## src/rtl/pmc_pkg.sv

```systemverilog
// Shared types for the reset and power-mode controller.
package pmc_pkg;
    typedef enum logic [1:0] {
        MODE_RUN   = 2'd0,
        MODE_IDLE  = 2'd1,
        MODE_PDOWN = 2'd2
    } pmc_mode_e;
endpackage

```

## src/rtl/pmc_pin_sync.sv

```systemverilog
// Multi-flop synchroniser for the asynchronous reset pin.
// Assumes STAGES >= 2; output follows the pin STAGES edges later.
module pmc_pin_sync #(
    parameter int STAGES = 2
) (
    input  logic clk,
    input  logic rst_n,
    input  logic pin_async,
    output logic pin_sync
);
    logic [STAGES-1:0] chain_q;

    // Shift the raw pin through the flop chain.
    always_ff @(posedge clk) begin
        if (!rst_n) chain_q <= '0;
        else        chain_q <= {chain_q[STAGES-2:0], pin_async};
    end

    assign pin_sync = chain_q[STAGES-1];

    p_sync_follow_r3: assert property (@(posedge clk) disable iff (!rst_n)
        chain_q[STAGES-2] |=> pin_sync);
endmodule

```

## src/rtl/pmc_clk_div.sv

```systemverilog
// Divide-by-two phase and machine-cycle counter.
// Both freeze while osc_en is low, which models a stopped oscillator.
module pmc_clk_div #(
    parameter int OSC_PER_MC = 12
) (
    input  logic clk,
    input  logic rst_n,
    input  logic osc_en,
    output logic phase,
    output logic mc_tick
);
    localparam int CW = $clog2(OSC_PER_MC);
    localparam logic [CW-1:0] LAST = CW'(OSC_PER_MC - 1);

    logic [CW-1:0] mc_cnt;
    logic          at_last;

    assign at_last = (mc_cnt == LAST);

    // Toggle the phase flop on every running oscillator period.
    always_ff @(posedge clk) begin
        if (!rst_n)      phase <= 1'b0;
        else if (osc_en) phase <= ~phase;
    end

    // Count oscillator periods within a machine cycle.
    always_ff @(posedge clk) begin
        if (!rst_n)       mc_cnt <= '0;
        else if (osc_en)  mc_cnt <= at_last ? '0 : mc_cnt + 1'b1;
    end

    assign mc_tick = at_last & osc_en;

    p_phase_toggle_r1: assert property (@(posedge clk) disable iff (!rst_n)
        osc_en |=> (phase != $past(phase)));
    p_tick_wrap_r2: assert property (@(posedge clk) disable iff (!rst_n)
        mc_tick |=> (mc_cnt == '0));
    p_freeze_r7: assert property (@(posedge clk) disable iff (!rst_n)
        !osc_en |=> ($stable(phase) && $stable(mc_cnt)));
endmodule

```

## src/rtl/pmc_rst_qual.sv

```systemverilog
// Qualifies the synchronised reset pin: internal reset only after the pin
// has been seen high for RST_COUNT running oscillator periods.
module pmc_rst_qual #(
    parameter int RST_COUNT = 24
) (
    input  logic clk,
    input  logic rst_n,
    input  logic osc_en,
    input  logic pin_sync,
    output logic sys_rst
);
    localparam int CW = $clog2(RST_COUNT + 1);
    localparam logic [CW-1:0] FULL = CW'(RST_COUNT);

    logic [CW-1:0] hold_cnt;

    // Count held periods; restart when the pin drops; saturate at full.
    always_ff @(posedge clk) begin
        if (!rst_n)                           hold_cnt <= '0;
        else if (!pin_sync)                   hold_cnt <= '0;
        else if (osc_en && hold_cnt != FULL)  hold_cnt <= hold_cnt + 1'b1;
    end

    assign sys_rst = (hold_cnt == FULL);

    p_rst_needs_pin_r3: assert property (@(posedge clk) disable iff (!rst_n)
        $rose(sys_rst) |-> $past(pin_sync));
    p_release_clears_r4: assert property (@(posedge clk) disable iff (!rst_n)
        !pin_sync |=> (hold_cnt == '0));
endmodule

```

## src/rtl/pmc_mode_fsm.sv

```systemverilog
// Run / idle / power-down state and the two request bits.
// Assumes instr_end pulses once at the end of every CPU instruction.
module pmc_mode_fsm
    import pmc_pkg::*;
(
    input  logic      clk,
    input  logic      rst_n,
    input  logic      sys_rst,
    input  logic      ctl_wr,
    input  logic      ctl_idle,
    input  logic      ctl_pd,
    input  logic      instr_end,
    input  logic      irq_wake,
    output pmc_mode_e mode,
    output logic      idle_bit,
    output logic      pd_bit
);
    // Mode transitions and request-bit updates.
    always_ff @(posedge clk) begin
        if (!rst_n || sys_rst) begin
            mode     <= MODE_RUN;
            idle_bit <= 1'b0;
            pd_bit   <= 1'b0;
        end else begin
            case (mode)
                MODE_RUN: begin
                    if (instr_end && pd_bit)        mode <= MODE_PDOWN;
                    else if (instr_end && idle_bit) mode <= MODE_IDLE;
                    if (ctl_wr) begin
                        idle_bit <= ctl_idle;
                        pd_bit   <= ctl_pd;
                    end
                end
                MODE_IDLE: begin
                    if (irq_wake) begin
                        mode     <= MODE_RUN;
                        idle_bit <= 1'b0;
                    end
                end
                MODE_PDOWN: mode <= MODE_PDOWN;
                default:    mode <= MODE_RUN;
            endcase
        end
    end

    p_pd_only_rst_r8: assert property (@(posedge clk) disable iff (!rst_n)
        (mode == MODE_PDOWN && !sys_rst) |=> (mode == MODE_PDOWN));
    p_idle_wake_r6: assert property (@(posedge clk) disable iff (!rst_n)
        (mode == MODE_IDLE && irq_wake && !sys_rst) |=> (mode == MODE_RUN && !idle_bit));
    p_rst_clears_r9: assert property (@(posedge clk) disable iff (!rst_n)
        sys_rst |=> (mode == MODE_RUN && !idle_bit && !pd_bit));
    p_pd_priority_r10: assert property (@(posedge clk) disable iff (!rst_n)
        (mode == MODE_RUN && instr_end && pd_bit && !sys_rst) |=> (mode == MODE_PDOWN));
endmodule

```

## src/rtl/pwr_rst_ctrl.sv

```systemverilog
// Reset and power-mode controller top.
// Derives the oscillator gate from the mode and the raw reset pin, and
// drives the CPU and peripheral clock enables from the mode.
module pwr_rst_ctrl
    import pmc_pkg::*;
#(
    parameter int OSC_PER_MC  = 12,
    parameter int RST_MCYC    = 2,
    parameter int SYNC_STAGES = 2
) (
    input  logic clk,
    input  logic rst_n,
    input  logic rst_pin,
    input  logic ctl_wr,
    input  logic ctl_idle,
    input  logic ctl_pd,
    input  logic instr_end,
    input  logic irq_wake,
    output logic sys_rst,
    output logic cpu_clk_en,
    output logic periph_clk_en,
    output logic osc_run,
    output logic phase,
    output logic mc_tick,
    output logic idle_flag,
    output logic pd_flag
);
    localparam int RST_COUNT = OSC_PER_MC * RST_MCYC;

    pmc_mode_e mode;
    logic      pin_sync;
    logic      osc_en;

    // Oscillator runs unless powered down; the raw pin restarts it.
    assign osc_en = (mode != MODE_PDOWN) | rst_pin;

    pmc_pin_sync #(.STAGES(SYNC_STAGES)) u_sync (
        .clk(clk), .rst_n(rst_n), .pin_async(rst_pin), .pin_sync(pin_sync));

    pmc_rst_qual #(.RST_COUNT(RST_COUNT)) u_qual (
        .clk(clk), .rst_n(rst_n), .osc_en(osc_en),
        .pin_sync(pin_sync), .sys_rst(sys_rst));

    pmc_clk_div #(.OSC_PER_MC(OSC_PER_MC)) u_div (
        .clk(clk), .rst_n(rst_n), .osc_en(osc_en),
        .phase(phase), .mc_tick(mc_tick));

    pmc_mode_fsm u_fsm (
        .clk(clk), .rst_n(rst_n), .sys_rst(sys_rst),
        .ctl_wr(ctl_wr), .ctl_idle(ctl_idle), .ctl_pd(ctl_pd),
        .instr_end(instr_end), .irq_wake(irq_wake),
        .mode(mode), .idle_bit(idle_flag), .pd_bit(pd_flag));

    assign osc_run       = osc_en;
    assign cpu_clk_en    = osc_en & (mode == MODE_RUN);
    assign periph_clk_en = osc_en & (mode != MODE_PDOWN);

    p_cpu_needs_periph_r5: assert property (@(posedge clk) disable iff (!rst_n)
        cpu_clk_en |-> periph_clk_en);
    p_pd_osc_off_r7: assert property (@(posedge clk) disable iff (!rst_n)
        (pd_flag && !cpu_clk_en && !idle_flag && !rst_pin) |-> !osc_run);
endmodule

```

## config.mk

```make
export PLATFORM = sky130hd
export DESIGN_NAME = pwr_rst_ctrl
export DESIGN_NICKNAME = d
export VERILOG_FILES = /design/src/rtl/pmc_pkg.sv /design/src/rtl/pmc_pin_sync.sv /design/src/rtl/pmc_clk_div.sv /design/src/rtl/pmc_rst_qual.sv /design/src/rtl/pmc_mode_fsm.sv /design/src/rtl/pwr_rst_ctrl.sv
export SDC_FILE = /design/constraint.sdc
export NUM_CORES = 1
export LEC_CHECK = 0
export BUFFER_PORTS_ARGS = -buffer_cell sky130_fd_sc_hd__buf_4
export CAP_MARGIN = 20
export CORE_MARGIN = 8
export CORE_UTILIZATION = 35
export CTS_BUF_LIST = sky130_fd_sc_hd__clkbuf_8
export CTS_CLUSTER_SIZE = 16
export DETAILED_ROUTE_END_ITERATION = 7
export PLACE_DENSITY = 0.61
export RECOVER_POWER = 50
export SLEW_MARGIN = 20
export SYNTH_ARGS = -nofsm -noshare
export SYNTH_HDL_FRONTEND = slang
export SYNTH_SLANG_ARGS = --single-unit
```

## constraint.sdc

```tcl
create_clock -name clk -period 1.85 [get_ports clk]
set_input_delay 0.37 -clock clk [delete_from_list [all_inputs] [get_ports clk]]
set_output_delay 0.37 -clock clk [all_outputs]
set_load 0.01 [all_outputs]
```

# Word-level counts from Yosys, hierarchy flattened

Index checks and enable logic that the tools add are counted.

Register bits after elaboration: 16
Word-level logic and storage cells: 42
Bits of input ports: 8
Output and inout port bits: 8

$add $sub $neg: 2
Eq/ne operators: 9
Mux-type cells: 8
Bitwise logic cells: 5
Reductions and logical operators: 11

Operators with widths:

| kind                  | number |
|---|---|
| $mux W2               | 3 |
| $ne A2 B2 Y1 const B  | 3 |
| $pmux W2 S3           | 1 |
| $reduce_and A2 Y1     | 3 |
| $add A5 B1 Y5 const B | 1 |
| $eq A5 B5 Y1 const B  | 1 |
| $ne A5 B5 Y1 const B  | 1 |
| $add A4 B1 Y4 const B | 1 |
| $eq A4 B4 Y1 const B  | 1 |
| $mux W4               | 1 |
| $and A1 B1 Y1         | 3 |
| $logic_and A1 B1 Y1   | 3 |
| $ne A3 B1 Y1 const B  | 1 |
| $reduce_and A3 Y1     | 1 |
| $eq A2 B1 Y1 const B  | 1 |
| $eq A2 B2 Y1 const B  | 1 |
| $logic_not A2 Y1      | 1 |
| $mux W1               | 2 |
| $pmux W1 S2           | 1 |
| $reduce_bool A2 Y1    | 1 |
| $logic_not A1 Y1      | 1 |
| $logic_or A1 B1 Y1    | 1 |
| $not A1 Y1            | 1 |
| $or A1 B1 Y1          | 1 |

# Longest topological paths before layout

Depth after elaboration: 4
Depth in mapped cells: 6
Gate-level depth less buffers: 6

# Cells and area by module

A second synthesis with hierarchy kept.

Cell total of the unflattened synthesis: 77
Area total of the unflattened synthesis: 757.0 um^2

Modules (own cells, without submodules):

| module       | cells an instance | times used | area an instance (um^2) | sequential area each (um^2) |
|---|---|---|---|---|
| pmc_clk_div  | 23                | 1          | 256.5                   | 100.1 |
| pmc_rst_qual | 28                | 1          | 250.2                   | 100.1 |
| pmc_mode_fsm | 19                | 1          | 177.7                   | 80.1 |
| pmc_pin_sync | 4                 | 1          | 52.6                    | 40.0 |
| pwr_rst_ctrl | 3                 | 1          | 20.0                    | 0.0 |

# Worst setup path after synthesis

Ideal clock, no wire load.

Path type: register to output
Start: reg u_fsm.mode[0]
End: out mc_tick
Required time: 1.480 ns
Slack: 0.314 ns
Data arrival time: 1.166 ns
Buffers on the path: 1
Stages on the path, launching flop included: 5
Cells stage by stage: dfxtp_1 buf_2 nor3b_4 inv_4 and4_2

Word-level cells in the longest chain between the ends: 3

RTL lines:

| what                     | RTL line           | text |
|---|---|---|
| start: declaration       | pmc_mode_fsm.sv:14 | `output pmc_mode_e mode,` |
| start signal: assignment | pmc_mode_fsm.sv:21 | `mode <= MODE_RUN;` |
| start signal: assignment | pmc_mode_fsm.sv:27 | `if (instr_end && pd_bit) mode <= MODE_PDOWN;` |
| start signal: assignment | pmc_mode_fsm.sv:28 | `else if (instr_end && idle_bit) mode <= MODE_IDLE;` |
| $ne A2 B2 Y1             | pwr_rst_ctrl.sv:35 | `assign osc_en = (mode != MODE_PDOWN) \| rst_pin;` |
| $or A1 B1 Y1             | pwr_rst_ctrl.sv:35 |  |
| net osc_run              | pwr_rst_ctrl.sv:22 | `output logic osc_run,` |
| $and A1 B1 Y1            | pmc_clk_div.sv:32  | `assign mc_tick = at_last & osc_en;` |
| end: declaration         | pwr_rst_ctrl.sv:24 | `output logic mc_tick,` |

The timed path passes the listed nets, and every way through them passes these cells.

# Worst setup path after layout

Start: reg u_fsm.mode[1]
End: out mc_tick

Word-level cells in the longest chain between the ends: 3

RTL lines:

| what          | RTL line |
|---|---|
| $ne A2 B2 Y1  | pwr_rst_ctrl.sv:35 |
| $or A1 B1 Y1  | pwr_rst_ctrl.sv:35 |
| $and A1 B1 Y1 | pmc_clk_div.sv:32 |

No other way between the ends.

==> results.cfg <==
[global_route]
grt_max_degree = 10
grt_usage = 0.0819
antenna_found_initial = 0
grt_overflow = 0
grt_pass1_vias = 649
grt_pass1_wl_um = 2690

[synth]
synth_edf_count = 0
synth-seq-area-share = 0.425
ys_dominant_reg_cell = dfxtp_1
yosysTopAreaCell = dfxtp_1
post-synth-top-count-cell = dfxtp_1
syn_nets = 95
synthDistinctLibCells = 33
synth_warnings = 0
synth_cells = 84
synth_common_cells = 16 x dfxtp_1, 7 x a21oi_1, 6 x inv_1, 6 x nand2_1
syn_avg_cell_area_um2 = 8.97
synth.area.top_cells = dfxtp_1 43%, ha_1 5.0%, a21oi_1 4.7%
async_flop_share = 0
synth_top_area_frac = 0.425
ys_seq_elements = 16
syn-cell-area_um2 = 753

[power_and_ir_drop]
p_int_w = 0.000546
power_density_nw_per_um2 = 762
power_w = 0.000710
p_leak_nw = 0.371
power_frac_clock = 0.362
peakVddDrop_mv = 0.324
seq_power_share = 0.529
switching_share = 0.231
p_sw_w = 0.000164
p_comb_frac = 0.109

[setup_path]
crit_chain = nor3b_4 > inv_4 > and4_2 > buf_4
worstPathBufferInverterCount = 2
crit_family = simple AND/OR/NAND/NOR gates
crit_path_end_kind = output port
slowest_delay_ns = 0.42
cp_slowest_cell = dfxtp_1
cp-start-kind = flop
arrival_ns = 1.34
crit_required_ns = 1.48
worstPathMaxFanout = 8
crit_type = flop to output port
r2r_cells = 4
critical_path_cell_count = 4

[detailed_routing]
postRouteAntennaNets = 0
dr.pass1.iters = 3
wl_per_cell_um = 11.9
drc = 0
drt_iter0_drc = 6
dr_total_vias = 642
wirelength_um = 1550
via_per_inst = 4.94

[min_path]
min_path_cells = 2
hold_path.class = primary input to flop

[cells_and_area]
drive_gt1_frac = 0.214
area_delta_synth_final_pct = 23.8
fin_nets = 116
design_area_um2 = 932
n_antenna_cell = 0
postLayoutCoreUtil = 0.466
final.fill_count = 216

[sta]
fin_ws_ns = 0.136
layout_min_cycle_time_ns = 1.71
setup_viol = 0
fin_tns_setup_ns = 0
tightestPinTransition_ns = 0.311
rsz0062_at_grt = no
fin_skew_ns = 0.00249
post-route-period-util = 0.926
hold_viol = 0
fmax_mhz = 583
relSlewSlack = 0.791
report.final.slew_viol_count = 0

[clock_tree]
cts.sinks = 16
cts_buffer_depth = 2
clk_latency_ns = 0.24
clk_transition_reported_paths_ns = 0.06
post-cts-setup-buffer-count = 0
cts_resized = 0
cts_buffers = 3
ctsHoldBuffers = 0
cts_tree = yes
cts_root_buf = clkbuf_8
h-tree-depth = 1

[place]
gp_congestion = 0.820
port_buffers = 15
dpl.hpwl_um = 1200
postPlaceCellArea_um2 = 910
post-place-ws_ns = 0.355

[die]
ioPinCount = 16
initial_core_util = 0.376
num_rows = 16
core_area_um2 = 2000
dieArea_um2 = 3890
die_x_um = 62.4
dieHeight_um = 62.4

[job]
cap_violations = 0

[status]
status = finished clean
-- flip-flops by register name, indices dropped and copies added, names as in the netlist --
name and count:
u_div.mc_cnt 4, u_div.phase 1, u_fsm.idle_bit 1, u_fsm.mode 2, u_fsm.pd_bit 1, u_qual.hold_cnt 5
u_sync.chain_q 2
-- placed cells by master, fill, tap and decap left out, drive strengths merged, types with 2 or more instances in the layout --
master / netlist / routed
a21o: 2 / 2
a21oi: 8 / 8
and2: 2 / 2
buf: 1 / 13
clkbuf: 0 / 7
dfxtp: 16 / 16
ha: 3 / 3
inv: 7 / 7
mux2i: 3 / 3
nand2: 6 / 6
nand3: 5 / 5
nand4: 2 / 2
nor2: 5 / 5
nor3: 2 / 2
nor3b: 2 / 2
o21ai: 4 / 4
or2: 2 / 2
-- worst paths after layout --
check                                               endpoint                    startpoint  slack, ns
worst min-delay path            u_sync.chain_q[0]$_SDFF_PN0_                       rst_pin       0.36
worst max register to register  u_div.mc_cnt[3]$_SDFFE_PN0P_    u_fsm.mode[0]$_SDFFE_PP0P_       0.40
worst min register to register  u_sync.chain_q[1]$_SDFF_PN0_  u_sync.chain_q[0]$_SDFF_PN0_       0.45
worst max-delay path                                 mc_tick    u_fsm.mode[1]$_SDFFE_PP0P_       0.14
-- area by class of cell --
cell class,count,area [µm²],share of cell area
well taps,27,33.8,0.0362
multi-input cells,60,395,0.424
flip-flops and latches,16,320,0.344
clock buffers,3,41.3,0.0443
repair buffers,17,113,0.121
inverters,7,28.8,0.0309
-- cells by family (layout without fill, tap and decap cells) --
logic type	count (synthesis)	in the layout	share of synthesized area
AOI/OAI and AO/OA	17	17	0.138
xor gates and xnor gates	1	1	0.0116
adders and majority gates	3	3	0.0498
buffers and inverters	8	27	0.0448
DFF	16	16	0.425
muxes	3	3	0.0399
and+or+nand+nor	36	36	0.291
-- worst register-to-register path: cells and delay by family, from the launching register on --
kind            cells  cell delay, ns
simple gates        2            0.56
flops               1            0.50
buf+inv             1            0.18
compound gates      1            0.16
-- metal layers --
| layer | up-vias | global-route usage | part of all wire |
|---|---|---|---|
| li1 | 335 | - | - |
| met1 | 295 | 0.0877 | 0.49 |
| met3 | 2 | 0.0287 | 0.047 |
| met2 | 10 | 0.135 | 0.46 |
| met4 | 0 | 0.0513 | 0.0091 |
| met5 | - | 0 | 0 |
-- power groups by stage --
stage	clock, W	sequential, W	combinational (W)
2_1_floorplan	0	0.000382	0.0000465
6_report	0.000257	0.000376	0.0000774
3_5_place_dp	0	0.000383	0.0000841
3_3_place_gp	0	0.000383	0.0000828
5_1_grt	0.000285	0.000379	0.0000869
4_1_cts	0.000267	0.000376	0.0000841
-- per-stage QoR --
stage | hold slack [ns] | cells
after floorplan | 0.412 | 84
after global placement | 0.438 | 127
after detailed placement | 0.431 | 127
after CTS | 0.357 | 130
after global routing | 0.360 | 130
final | 0.360 | 130
Power figures use the tool's default switching activity.
